File: config.mk
export PLATFORM = sky130hd
export DESIGN_NAME = sfrwin_bank
export DESIGN_NICKNAME = d
export VERILOG_FILES = /design/src/rtl/sfrwin_pkg.sv /design/src/rtl/sfrwin_decode.sv /design/src/rtl/sfrwin_ctl.sv /design/src/rtl/sfrwin_stat.sv /design/src/rtl/sfrwin_bank.sv
export SDC_FILE = /design/constraint.sdc
export NUM_CORES = 1
export LEC_CHECK = 0
export CAP_MARGIN = 20
export CORE_MARGIN = 5
export CORE_UTILIZATION = 49
export DETAILED_ROUTE_END_ITERATION = 8
export PLACE_DENSITY = 0.76
export REMOVE_ABC_BUFFERS = 1
export SYNTH_ARGS = -nofsm -noshare
export SYNTH_HDL_FRONTEND = slang
export SYNTH_SLANG_ARGS = --single-unit
File: constraint.sdc
create_clock -name clk -period 2.7 [get_ports clk]
set_input_delay 0.54 -clock clk [delete_from_list [all_inputs] [get_ports clk]]
set_output_delay 0.54 -clock clk [all_outputs]
set_load 0.05 [all_outputs]
File: src/rtl/sfrwin_pkg.sv
package sfrwin_pkg;
  localparam int DW   = 8;
  localparam int AW   = 5;
  localparam int NCTL = 8;
  localparam int NST  = 3;
  localparam int IW   = $clog2(NCTL);

  localparam int C_CTL0 = 0;
  localparam int C_CTL1 = 1;
  localparam int C_CTL2 = 2;
  localparam int C_CTL3 = 3;
  localparam int C_PWM0 = 4;
  localparam int C_PWM1 = 5;
  localparam int C_PWM2 = 6;
  localparam int C_WIN  = 7;

  localparam int S_ST0 = 0;
  localparam int S_ST1 = 1;
  localparam int S_ST2 = 2;

  localparam logic [AW-1:0] A_WIN = 5'h14;
  localparam logic [AW-1:0] A_C2  = 5'h0B;
  localparam logic [AW-1:0] A_C3  = 5'h0C;
  localparam logic [AW-1:0] A_X0  = 5'h15;
  localparam logic [AW-1:0] A_X1  = 5'h16;
  localparam logic [AW-1:0] A_X2  = 5'h17;

  typedef enum logic [1:0] {WM_BASE, WM_ALT, WM_SWAP} wmode_e;
  typedef enum logic [1:0] {K_NONE, K_CTL, K_ST} kind_e;
  typedef struct packed {
    kind_e          kind;
    logic [IW-1:0]  idx;
  } tgt_t;

  function automatic wmode_e win_mode(input logic [DW-1:0] w);
    if (w == DW'(1))       return WM_ALT;
    else if (w == DW'(15)) return WM_SWAP;
    else                   return WM_BASE;
  endfunction

  function automatic tgt_t mk(input kind_e k, input int i);
    tgt_t t;
    t.kind = k;
    t.idx  = IW'(i);
    return t;
  endfunction

  // Direction-dependent decode of one access.
  function automatic tgt_t decode(input wmode_e m, input logic [AW-1:0] a,
                                  input logic is_wr);
    tgt_t t = mk(K_NONE, 0);
    if (a == A_WIN) return mk(K_CTL, C_WIN);
    case (m)
      WM_BASE: begin
        if (a == A_X0)      t = is_wr ? mk(K_CTL, C_CTL0) : mk(K_ST, S_ST0);
        else if (a == A_X1) t = is_wr ? mk(K_CTL, C_CTL1) : mk(K_ST, S_ST1);
        else if (a == A_X2) t = is_wr ? mk(K_CTL, C_PWM0) : mk(K_ST, S_ST2);
        else if (a == A_C2 && is_wr) t = mk(K_CTL, C_CTL2);
      end
      WM_SWAP: begin
        if (a == A_X0)      t = is_wr ? mk(K_ST, S_ST0) : mk(K_CTL, C_CTL0);
        else if (a == A_X1) t = is_wr ? mk(K_ST, S_ST1) : mk(K_CTL, C_CTL1);
        else if (a == A_X2) t = is_wr ? mk(K_ST, S_ST2) : mk(K_CTL, C_PWM0);
        else if (a == A_C2) t = mk(K_CTL, C_CTL2);
      end
      default: begin
        if (a == A_C3)      t = mk(K_CTL, C_CTL3);
        else if (a == A_X1) t = mk(K_CTL, C_PWM1);
        else if (a == A_X2) t = mk(K_CTL, C_PWM2);
      end
    endcase
    return t;
  endfunction

  function automatic logic [DW-1:0] ctl_keep(input int i);
    case (i)
      C_CTL2:  return 8'h7F;
      C_CTL3:  return 8'h0D;
      default: return 8'hFF;
    endcase
  endfunction

  function automatic logic [DW-1:0] ctl_force(input int i);
    return (i == C_CTL2) ? 8'h80 : 8'h00;
  endfunction

  function automatic logic [DW-1:0] st_clr(input int i);
    case (i)
      S_ST1:   return 8'h3F;
      S_ST2:   return 8'hFF;
      default: return 8'h00;
    endcase
  endfunction
endpackage

File: src/rtl/sfrwin_decode.sv
module sfrwin_decode
  import sfrwin_pkg::*;
(
  input  logic [DW-1:0] win_q,
  input  logic [AW-1:0] addr,
  input  logic          wr_en,
  input  logic          rd_en,
  output logic [NCTL-1:0] wr_ctl,
  output logic [NST-1:0]  wr_st,
  output logic [NST-1:0]  clr_st,
  output tgt_t            rd_tgt
);
  wmode_e mode;
  tgt_t   wr_tgt;

  assign mode   = win_mode(win_q);
  assign wr_tgt = decode(mode, addr, 1'b1);
  assign rd_tgt = decode(mode, addr, 1'b0);

  for (genvar g = 0; g < NCTL; g++) begin : g_wc
    assign wr_ctl[g] = wr_en && wr_tgt.kind == K_CTL && wr_tgt.idx == IW'(g);
  end
  for (genvar g = 0; g < NST; g++) begin : g_ws
    assign wr_st[g]  = wr_en && wr_tgt.kind == K_ST && wr_tgt.idx == IW'(g);
    assign clr_st[g] = rd_en && rd_tgt.kind == K_ST && rd_tgt.idx == IW'(g)
                       && st_clr(g) != '0;
  end
endmodule

File: src/rtl/sfrwin_ctl.sv
module sfrwin_ctl
  import sfrwin_pkg::*;
#(
  parameter logic [DW-1:0] KEEP = 8'hFF
) (
  input  logic          clk,
  input  logic          rst_n,
  input  logic          wr,
  input  logic [DW-1:0] wd,
  output logic [DW-1:0] q
);
  always_ff @(posedge clk) begin
    if (!rst_n)  q <= '0;
    else if (wr) q <= wd & KEEP;
  end

  // a register without its own write strobe does not move
  p_hold_r5: assert property (@(posedge clk) disable iff (!rst_n)
    !wr |=> $stable(q));
endmodule

File: src/rtl/sfrwin_stat.sv
module sfrwin_stat
  import sfrwin_pkg::*;
#(
  parameter logic [DW-1:0] CLR = 8'h00
) (
  input  logic          clk,
  input  logic          rst_n,
  input  logic          wr,
  input  logic [DW-1:0] wd,
  input  logic          clr,
  input  logic [DW-1:0] set,
  output logic [DW-1:0] q
);
  logic [DW-1:0] base;
  logic [DW-1:0] cmask;

  assign base  = wr ? wd : q;
  assign cmask = clr ? CLR : '0;

  always_ff @(posedge clk) begin
    if (!rst_n) q <= '0;
    else        q <= (base & ~cmask) | set;
  end

  p_set_wins_r11: assert property (@(posedge clk) disable iff (!rst_n)
    (set != '0) |=> ((q & $past(set)) == $past(set)));
  p_clear_r8: assert property (@(posedge clk) disable iff (!rst_n)
    (clr && !wr && set == '0) |=> ((q & CLR) == '0));
  p_keep_r7: assert property (@(posedge clk) disable iff (!rst_n)
    (clr && !wr && set == '0) |=> ((q & ~CLR) == ($past(q) & ~CLR)));
endmodule

File: src/rtl/sfrwin_bank.sv
module sfrwin_bank
  import sfrwin_pkg::*;
(
  input  logic          clk,
  input  logic          rst_n,
  input  logic [4:0]    addr,
  input  logic [7:0]    wdata,
  input  logic          wr_en,
  input  logic          rd_en,
  output logic [7:0]    rdata,
  input  logic [7:0]    st0_set,
  input  logic [7:0]    st1_set,
  input  logic [7:0]    st2_set,
  output logic [7:0]    win_q,
  output logic [7:0]    ctl0_q,
  output logic [7:0]    ctl1_q,
  output logic [7:0]    ctl2_q,
  output logic [7:0]    ctl3_q,
  output logic [7:0]    pwm0_q,
  output logic [7:0]    pwm1_q,
  output logic [7:0]    pwm2_q
);
  logic [NCTL-1:0] wr_ctl;
  logic [NST-1:0]  wr_st;
  logic [NST-1:0]  clr_st;
  tgt_t            rd_tgt;
  logic [DW-1:0]   ctl_q  [NCTL];
  logic [DW-1:0]   st_q   [NST];
  logic [DW-1:0]   st_set [NST];
  logic [DW-1:0]   rd_mux;

  assign st_set[S_ST0] = st0_set;
  assign st_set[S_ST1] = st1_set;
  assign st_set[S_ST2] = st2_set;

  sfrwin_decode u_dec (
    .win_q (ctl_q[C_WIN]),
    .addr  (addr),
    .wr_en (wr_en),
    .rd_en (rd_en),
    .wr_ctl(wr_ctl),
    .wr_st (wr_st),
    .clr_st(clr_st),
    .rd_tgt(rd_tgt)
  );

  for (genvar g = 0; g < NCTL; g++) begin : g_ctl
    sfrwin_ctl #(.KEEP(ctl_keep(g))) u_ctl (
      .clk(clk), .rst_n(rst_n), .wr(wr_ctl[g]), .wd(wdata), .q(ctl_q[g])
    );
  end

  for (genvar g = 0; g < NST; g++) begin : g_st
    sfrwin_stat #(.CLR(st_clr(g))) u_st (
      .clk(clk), .rst_n(rst_n), .wr(wr_st[g]), .wd(wdata),
      .clr(clr_st[g]), .set(st_set[g]), .q(st_q[g])
    );
  end

  always_comb begin
    rd_mux = '0;
    for (int i = 0; i < NCTL; i++)
      if (rd_tgt.kind == K_CTL && rd_tgt.idx == IW'(i))
        rd_mux = ctl_q[i] | ctl_force(i);
    for (int i = 0; i < NST; i++)
      if (rd_tgt.kind == K_ST && rd_tgt.idx == IW'(i))
        rd_mux = st_q[i];
  end

  always_ff @(posedge clk) begin
    if (!rst_n)     rdata <= '0;
    else if (rd_en) rdata <= rd_mux;
  end

  assign win_q  = ctl_q[C_WIN];
  assign ctl0_q = ctl_q[C_CTL0];
  assign ctl1_q = ctl_q[C_CTL1];
  assign ctl2_q = ctl_q[C_CTL2];
  assign ctl3_q = ctl_q[C_CTL3];
  assign pwm0_q = ctl_q[C_PWM0];
  assign pwm1_q = ctl_q[C_PWM1];
  assign pwm2_q = ctl_q[C_PWM2];

  p_zero_r5: assert property (@(posedge clk) disable iff (!rst_n)
    (rd_en && addr <= 5'h01) |=> (rdata == '0));
  p_rd_hold_r13: assert property (@(posedge clk) disable iff (!rst_n)
    !rd_en |=> $stable(rdata));
  p_ctl2_msb_r9: assert property (@(posedge clk) disable iff (!rst_n)
    (rd_en && addr == 5'h0B && win_q == 8'd15) |=> rdata[7]);
endmodule

; Word level (Yosys, flattened, before mapping)
; Cells that the tools add are included.
[totals]
input_bits = 41
ff_bits = 90
[classes]
n_eq_ne = 27
n_reduce_logical = 30
n_mux = 37
bitwise = 7
[op_table]
columns = cell, count
row1 = $mux 8, 15
row2 = $mux 5, 14
row3 = $logic_and 1x1->1, 27
row4 = $eq 3x3->1 const B, 8
row5 = $or 8x8->8, 3
row6 = $eq 5x5->1 const B, 4
row7 = $pmux 5 s2, 2
row8 = $and 8x8->8, 2
row9 = $not 8->8, 2
row10 = $eq 3x2->1 const B, 4
row11 = $eq 5x4->1 const B, 2
row12 = $eq 8x1->1 const B, 1
row13 = $eq 8x4->1 const B, 1
row14 = $mux 4, 2
row15 = $eq 2x2->1 const B, 3
row16 = $eq 3x1->1 const B, 2
row17 = $logic_not 3->1, 2
row18 = $mux 6, 1
row19 = $eq 2x1->1 const B, 2
row20 = $mux 2, 2
row21 = $logic_not 2->1, 1
row22 = $mux 1, 1

; Longest topological paths before layout
; Gate-level depths: netlist of the first run.
[depth]
ltp_word = 20
ltp_mapped = 9
ltp_nobuf = 6

; By module
; A second synthesis of the first run with hierarchy kept.
[unflattened]
cells_unflattened = 524
hier_area_um2 = 4949.7
[modules_own_cells]
columns = mod, area_per_inst_um2, n_inst, cells_per_inst, seq_area_each_um2
row1 = sfrwin_ctl at g_ctl[0].u_ctl ..., 301.5, 6, 25, 160.2
row2 = sfrwin_bank, 1291.2, 1, 173, 160.2
row3 = sfrwin_decode, 389.1, 1, 68, 0.0
row4 = sfrwin_stat at g_st[0].u_st, 355.3, 1, 26, 160.2
row5 = sfrwin_stat at g_st[1].u_st, 340.3, 1, 33, 160.2
row6 = sfrwin_stat at g_st[2].u_st, 337.8, 1, 35, 160.2
row7 = sfrwin_ctl at g_ctl[2].u_ctl, 276.5, 1, 24, 140.1
row8 = sfrwin_ctl at g_ctl[3].u_ctl, 150.1, 1, 15, 60.1

; Worst setup path after synthesis of the first run
; OpenSTA, ideal clock, no wires.
[synth_path]
kind = register -> register
startpoint = register g_ctl[7].u_ctl.q[0]
endpoint = register g_ctl[0].u_ctl.q[0]
required_time_ns = 2.628
path_buffers = 2
setup_slack_ns = 0.192
period_less_slack_ns = 2.508
t_arrival_ns = 2.437
stages_incl_launch_ff = 9
cell_sequence = dfxtp_1 > or4b_1 > buf_6 > nor4_4 > a211oi_1 > o31a_1 > nor4b_2 > buf_6 > mux2i_1
[synth_via]
elab_chain_cells = 9
word_cells_on_any_way = 12
[synth_rtl]
columns = element, line_no
row1 = start: declaration, sfrwin_ctl.sv:10  ; output logic [DW-1:0] q
row2 = start signal: assignment, sfrwin_ctl.sv:14  ; else if (wr) q <= wd & KEEP;
row3 = $eq 8x4->1, sfrwin_pkg.sv:37  ; else if (w == DW'(15)) return WM_SWAP;
row4 = $mux 2, sfrwin_pkg.sv:37
row5 = $mux 2 (*), sfrwin_pkg.sv:36  ; if (w == DW'(1)) return WM_ALT;
row6 = $eq 2x2->1 / $logic_not 2->1 (equally long branches), sfrwin_pkg.sv:53  ; case (m)
row7 = $pmux 5 s2 (*), sfrwin_pkg.sv:53
row8 = $mux 5 (*), sfrwin_pkg.sv:53
row9 = $eq 2x1->1, sfrwin_decode.sv:21  ; assign wr_ctl[g] = wr_en && wr_tgt.kind == K_CTL && wr_tgt.idx == IW'(g);
row10 = $logic_and 1x1->1, sfrwin_decode.sv:21
row11 = $logic_and 1x1->1 (*), sfrwin_decode.sv:21
row12 = end signal: assignment, sfrwin_ctl.sv:14
row13 = end: declaration, sfrwin_ctl.sv:10
; Every way passes the cells marked *; elsewhere a longest branch is shown, timed or not.
; A chain may end at the register's enable or synchronous reset.

; Final worst setup path of the first run
[layout_path]
startpoint = input addr[0]
endpoint = register g_ctl[0].u_ctl.q[5]
[layout_via]
elab_chain_cells = 10
word_cells_on_any_way = 23
[layout_rtl]
columns = element, line_no
row1 = start: declaration, sfrwin_bank.sv:6  ; input logic [4:0] addr,
row2 = $eq 5x4->1, "sfrwin_pkg.sv:58, sfrwin_pkg.sv:64"
row3 = $mux 4, "sfrwin_pkg.sv:58, sfrwin_pkg.sv:64"
row4 = $mux 5, sfrwin_pkg.sv:63  ; else if (a == A_X2) t = is_wr ? mk(K_ST, S_ST2) : mk(K_CTL, C_PWM0);
row5 = $mux 5, sfrwin_pkg.sv:62  ; else if (a == A_X1) t = is_wr ? mk(K_ST, S_ST1) : mk(K_CTL, C_CTL1);
row6 = $mux 5, sfrwin_pkg.sv:61  ; if (a == A_X0) t = is_wr ? mk(K_ST, S_ST0) : mk(K_CTL, C_CTL0);
row7 = $pmux 5 s2, sfrwin_pkg.sv:53
row8 = $mux 5 (*), sfrwin_pkg.sv:53
row9 = $eq 2x1->1, sfrwin_decode.sv:21
row10 = $logic_and 1x1->1, sfrwin_decode.sv:21
row11 = $logic_and 1x1->1 (*), sfrwin_decode.sv:21
; Marks and branches as above.

==> impl_metrics.tcl, run 1 <==
set metrics [dict create \
    die_w_um 109 \
    hold_path_depth 2 \
    p_total_mw 2.70 \
    slew_headroom 0.648 \
    async_flop_share 0 \
    port_buffers 106 \
    worstMarginPinSlew_ns 0.527 \
    clk_pin_slew_worst_paths_ns 0.10 \
    fp-row-count 36 \
    status "complete, no violations" \
    overflow 0 \
    min_period_ns 2.55 \
    worstSetupStartpointType "primary input" \
    yosysTopAreaCellShare 0.375 \
    area.growth.synth_to_final_pct 39.3 \
    power_frac_clock 0.332 \
    p_int_mw 1.89 \
    drt_iter0_drc 365 \
    maxSlewViolCount 0 \
    p_per_area_nw_per_um2 404 \
    tns_ns 0 \
    post-dp-hpwl_um 13700 \
    clock-root-buffer "clkbuf_8" \
    cts_htree_levels 3 \
    final_antenna_net_count 0 \
    grt_pass1_vias 5025 \
    hp-start "g_ctl[6].u_ctl.q[1]" \
    synth_top_family_by_area "simple AND/OR/NAND/NOR gates" \
    synth_cell_types 61 \
    p_leak_nw 2.56 \
    via_per_inst 5.97 \
    synth_fa_ha_area_frac 0 \
    vdd_drop_max_uv 367 \
    cts_tree "done" \
    switchingPower_mw 0.809 \
    synth_compound_area_frac 0.192 \
    r2r_start "g_ctl[7].u_ctl.q[5]" \
    cp_max_fo 9 \
    track_usage 0.304 \
    cap_violations 0 \
    fp.coreArea_um2 9680 \
    finalCritPeriodShare 0.945 \
    final_common_cell "clkdlybuf4s50_1" \
    fin_worst_hold_slack_ns 0.496 \
    clockBufferDepth 2 \
    setup_viol 0 \
    antenna_found_initial 0 \
    netSwitchingFraction 0.299 \
    fin_ws_ns 0.149 \
    fmax_ghz 0.392 \
    synth_area_um2 4800 \
    critPathKind "primary input to register" \
    start_util 0.496 \
    design.die.area_um2 11900 \
    wl_per_cell_um 21.1 \
    synth_top_flop_cell "dfxtp_1" \
    clk_latency_ns 0.38 \
    required_ns 3.00 \
    cts_buffers 9 \
    antenna_cells 0 \
    wl_um 17800 \
    via_count 5046 \
    gp_congestion 0.944 \
    postCtsHoldBufs 0 \
    synthMuxAreaShare 0.154 \
    die_y_um 109 \
    final_cells 845 \
    boundaryPins 113 \
    seqPwrFrac 0.517 \
    rr_worst_depth 8 \
    synth_warnings 0 \
    synth_seq_cells 90 \
    synth_xor_area_frac 0 \
    hold_path.class "register to register" \
    drive_above_1_share 0.166 \
    clock_skew_ns 0.0121 \
    hold_viol_final 0 \
    synth_top_cell_by_area "dfxtp_1" \
    critical_path.endpoint_type "register" \
    fillers 826 \
    placedCellCount 829 \
    dpl_worst_slack_ns -0.249 \
    synthTopCellsByArea "dfxtp_1 38%, mux2i_1 15%, nand2_1 5.9%, a21oi_1 4.2%, nor2_1 3.4%" \
    clkSinkCount 90 \
    layout.nets 748 \
    pwr-share-comb 0.151 \
    synthesis.instances 551 \
    fin_area_um2 6690 \
    yosys.area_share.simple 0.219 \
    grt_pass1_wl_um 27700 \
    utilization 0.691 \
    worst_r2r_endpoint "g_ctl[0].u_ctl.q[5]" \
    layout_common_cells "104 x clkdlybuf4s50_1, 90 x dfxtp_1, 76 x nand2_1" \
    synth_edf_count 0 \
    critPathArrivalTime_ns 2.86 \
    grt_max_degree 40 \
    drc 0 \
    whs_endpoint "g_ctl[6].u_ctl.q[1]" \
    ff2ff_setup_slack_ns 0.17 \
    dr.pass1.iters 8 \
    avgSynthCellArea_um2 8.71 \
    place_area_um2 6490 \
    ys_seq_area_frac 0.375 \
]
## registers in the layout (all words and copies together), names as in the netlist
name,cells
g_st.u_st.q,24
rdata,8
g_ctl.u_ctl.q,58
## worst max-delay path, stage by stage
cell and delay [ns]:
clkdlybuf4s50_1 0.60, inv_1 0.24, a311oi_1 0.35, o21ai_1 0.16
and2_4 0.19, nor4b_2 0.26, buf_4 0.25, mux2i_1 0.24
## power groups by stage
stage | Combinational (mW) | Clock (mW) | Sequential, mW
floorplan | 0.145 | 0 | 1.46
CTS | 0.404 | 0.912 | 1.40
detailed placement | 0.402 | 0 | 1.43
global route | 0.434 | 0.970 | 1.40
finish | 0.408 | 0.898 | 1.40
global placement | 0.395 | 0 | 1.43
## cell usage after synthesis (4+ instances only)
cell type and number:
o21ai_1 5, inv_1 8, clkbuf_1 25, nor2_1 43
nand3_1 7, nand2_1 76, or3_1 6, buf_6 4
a21oi_1 40, a211oi_1 16, buf_2 6, a221oi_1 8
buf_4 11, mux2i_1 74, o21a_1 6, o21ai_0 19
and3b_1 4, o22ai_1 7, nor3_1 22, o32ai_1 4
dfxtp_1 90, a21o_1 4, a31oi_1 8
## how the worst max path moves through the flow
stage | startpoint | end | slack, ns | depth (start not counted)
5_1_grt | addr[1] | rdata[4] | -0.005 | 9
3_5_place_dp | addr[3] | g_ctl[0].u_ctl.q[5] | -0.25 | 8
6_report | addr[0] | g_ctl[0].u_ctl.q[5] | 0.15 | 8
2_1_floorplan | g_ctl[7].u_ctl.q[0] | rdata[4] | -0.34 | 6
4_1_cts | addr[0] | rdata[7] | 0.12 | 8
3_3_place_gp | addr[2] | rdata[4] | -0.27 | 9
## cell families (layout without fill, tap and decap cells)
group                  after synthesis  in the layout
multiplexers                        74             74
buffers and inverters               54            210
AO/OA/AOI/OAI                      137            137
flip-flops                          90             90
other                                1              6
AND/OR/NAND/NOR                    195            195
## layer usage
metal / vias up / wire length, um / part of all wire / track usage
met2: 256 / 8560 / 0.48 / 0.507
met1: 2423 / 7450 / 0.42 / 0.402
li1: 2334 / - / - / -
met5: - / 0 / 0 / 0
met3: 33 / 1380 / 0.077 / 0.0551
met4: 0 / 424 / 0.024 / 0.0884
## repair_timing
action / CTS / global route
endpoints found under the setup margin: 0 / 9
setup buffers: 0 / 0
resized for setup: 0 / 2
## layout make-up
cell class | count | area [um2] | area share
Multi-Input combinational cell | 412 | 2750 | 0.411
Sequential cell | 90 | 1800 | 0.269
Timing Repair Buffer | 186 | 1760 | 0.263
Tap cell | 133 | 166 | 0.0249
Clock buffer | 10 | 128 | 0.0191
Clock inverter | 6 | 55.1 | 0.00823
Inverter | 8 | 30.0 | 0.00449
Power figures use the tool's default switching activity.
==> run 2, diff against run 1 <==
--- a/config.mk
+++ b/config.mk
@@ -6,10 +6,12 @@
 export NUM_CORES = 1
 export LEC_CHECK = 0
 export CAP_MARGIN = 20
+export CELL_PAD_IN_SITES_DETAIL_PLACEMENT = 0
+export CELL_PAD_IN_SITES_GLOBAL_PLACEMENT = 2
 export CORE_MARGIN = 5
-export CORE_UTILIZATION = 49
+export CORE_UTILIZATION = 30
 export DETAILED_ROUTE_END_ITERATION = 8
-export PLACE_DENSITY = 0.76
+export PLACE_DENSITY = 0.78
 export REMOVE_ABC_BUFFERS = 1
 export SYNTH_ARGS = -nofsm -noshare
 export SYNTH_HDL_FRONTEND = slang
==> run 2 against run 1 <==
  * Sequential share of layout area fell by 0.71 points
  * Clock power is 36% higher
  * Worst hold slack worse by 0.0082 ns
  * Clock skew about the same
  * Final cell count up 9.5%
  * Sequential power about the same
  * Maximum frequency down 0.99%
==> impl_metrics.tcl, run 2 (synthesis results as in run 1) <==
set metrics [dict create \
    r2r_start "g_ctl[7].u_ctl.q[4]" \
    final_common_cell "clkdlybuf4s50_1" \
    gp_congestion 0.937 \
    cts_htree_levels 3 \
    clk_latency_ns 0.35 \
    worstMarginPinSlew_ns 0.532 \
    wl_um 19200 \
    grt_pass1_wl_um 29800 \
    largest-register "g_ctl.u_ctl.q" \
    postCtsResizedCells 0 \
    power_frac_clock 0.403 \
    clkSinkCount 90 \
    critPathKind "primary input to register" \
    post-dp-hpwl_um 14900 \
    drive_above_1_share 0.164 \
    die_w_um 137 \
    p_leak_nw 2.57 \
    clock_skew_ns 0.0123 \
    port_buffers 106 \
    die_y_um 137 \
    cts_tree "done" \
    switchingPower_mw 0.835 \
    p_int_mw 2.19 \
    min_period_ns 2.58 \
    fillers 1571 \
    placedCellCount 909 \
    clock-root-buffer "clkbuf_16" \
    worstSetupStartpointType "primary input" \
    setup_viol 0 \
    antenna_cells 0 \
    largest_reg_flops 58 \
    grt_max_degree 43 \
    pwr-share-comb 0.135 \
    boundaryPins 113 \
    tns_ns 0 \
    start_util 0.304 \
    cts_buffers 9 \
    via_count 4864 \
    clk_pin_slew_worst_paths_ns 0.07 \
    grt_pass1_vias 5065 \
    final_antenna_net_count 0 \
    largestRegisters "g_ctl.u_ctl.q x58, g_st.u_st.q x24, rdata x8" \
    dr.pass1.iters 5 \
    status "complete, no violations" \
    overflow 0 \
    design.die.area_um2 18600 \
    wl_per_cell_um 20.8 \
    postCtsHoldBufs 0 \
    required_ns 2.97 \
    hold_viol_final 0 \
    finalCritPeriodShare 0.954 \
    cts_post_setup_buffers_inserted 0 \
    cp_max_fo 8 \
    crit_start "addr[1]" \
    regArea_um2 1800 \
    fp-row-count 46 \
    final_cells 925 \
    antenna_found_initial 0 \
    hold_path.class "register to register" \
    vdd_drop_max_uv 334 \
    p_per_area_nw_per_um2 440 \
    layout.nets 745 \
    critPathArrivalTime_ns 2.85 \
    grt_setup_unrepaired "no" \
    layout_common_cells "105 x clkdlybuf4s50_1, 90 x dfxtp_1, 76 x nand2_1" \
    cap_violations 0 \
    maxSlewViolCount 0 \
    area.growth.synth_to_final_pct 43.1 \
    critical_path.endpoint_type "register" \
    clockBufferDepth 2 \
    via_per_inst 5.26 \
    hp-start "g_ctl[0].u_ctl.q[3]" \
    drc 0 \
    track_usage 0.211 \
    drt_iter0_drc 331 \
    fp.coreArea_um2 15800 \
    netSwitchingFraction 0.276 \
    multi_input_area_um2 2750 \
    fmax_ghz 0.388 \
    slew_headroom 0.644 \
    seqPwrFrac 0.462 \
]
-- run 2: cell types whose count changed in the layout (fill, tap and decap cells not counted), sizes merged --
cell,change
clkinvlp,+2
clkdlybuf4s50,+1
clkinv,+1
clkbuf,+1
dlymetal6s2s,-1
inv,-4
buf,-3
-- run 2: per-stage QoR --
step	worst slack, ns	power, mW	util	area [um2]	hold WS [ns]
6_report	0.123	3.02	0.436	6870	0.488
5_1_grt	0.00432	3.14	0.436	6870	0.512
4_1_cts	0.113	3.05	0.435	6850	0.493
3_5_place_dp	-0.257	1.83	0.417	6570	0.482
3_3_place_gp	-0.305	1.83	0.417	6570	0.476
2_1_floorplan	-0.338	1.61	-	4570	0.490
-- run 2: area by class of cell --
class / instances / area share
Tap cell: 216 / 0.0393
Clock buffer: 11 / 0.0353
Sequential cell: 90 / 0.262
Clock inverter: 5 / 0.00546
Inverter: 8 / 0.00437
Timing Repair Buffer: 183 / 0.252
Multi-Input combinational cell: 412 / 0.401
-- run 2: final timing paths --
check                                           end  slack, ns  cells after the start
worst max register to register    g_st[2].u_st.q[7]       0.21                      8
worst min register to register  g_ctl[0].u_ctl.q[3]       0.49                      2
worst min-delay path            g_ctl[0].u_ctl.q[3]       0.49                      2
worst max-delay path            g_ctl[0].u_ctl.q[0]       0.12                      8
-- run 2: power groups by stage --
stage,Combinational [mW],Sequential [mW],Clock [mW]
after global routing,0.438,1.40,1.30
after detailed placement,0.405,1.43,0
after floorplan,0.145,1.46,0
after global placement,0.402,1.43,0
after CTS,0.407,1.40,1.25
final,0.408,1.40,1.22
-- run 2: layer usage --
metal | global-route usage | wire (um)
met5 | 0 | 0
met3 | 0.0408 | 1020
met2 | 0.348 | 9110
met4 | 0.0728 | 397
met1 | 0.275 | 8700
-- run 2: critical path, stage by stage --
cell,delay [ns]
clkdlybuf4s50_1,0.51
or3b_2,0.57
nor4_4,0.29
a211oi_1,0.09
o31a_1,0.13
nor4b_2,0.26
buf_4,0.24
mux2i_1,0.20
==> run 3, diff against run 2 <==
--- a/config.mk
+++ b/config.mk
@@ -16,3 +16,4 @@
 export SYNTH_ARGS = -nofsm -noshare
 export SYNTH_HDL_FRONTEND = slang
 export SYNTH_SLANG_ARGS = --single-unit
+export TNS_END_PERCENT = 100
==> results of run 3 <==
Final layout, timing and power as in run 2 (identical DEF).
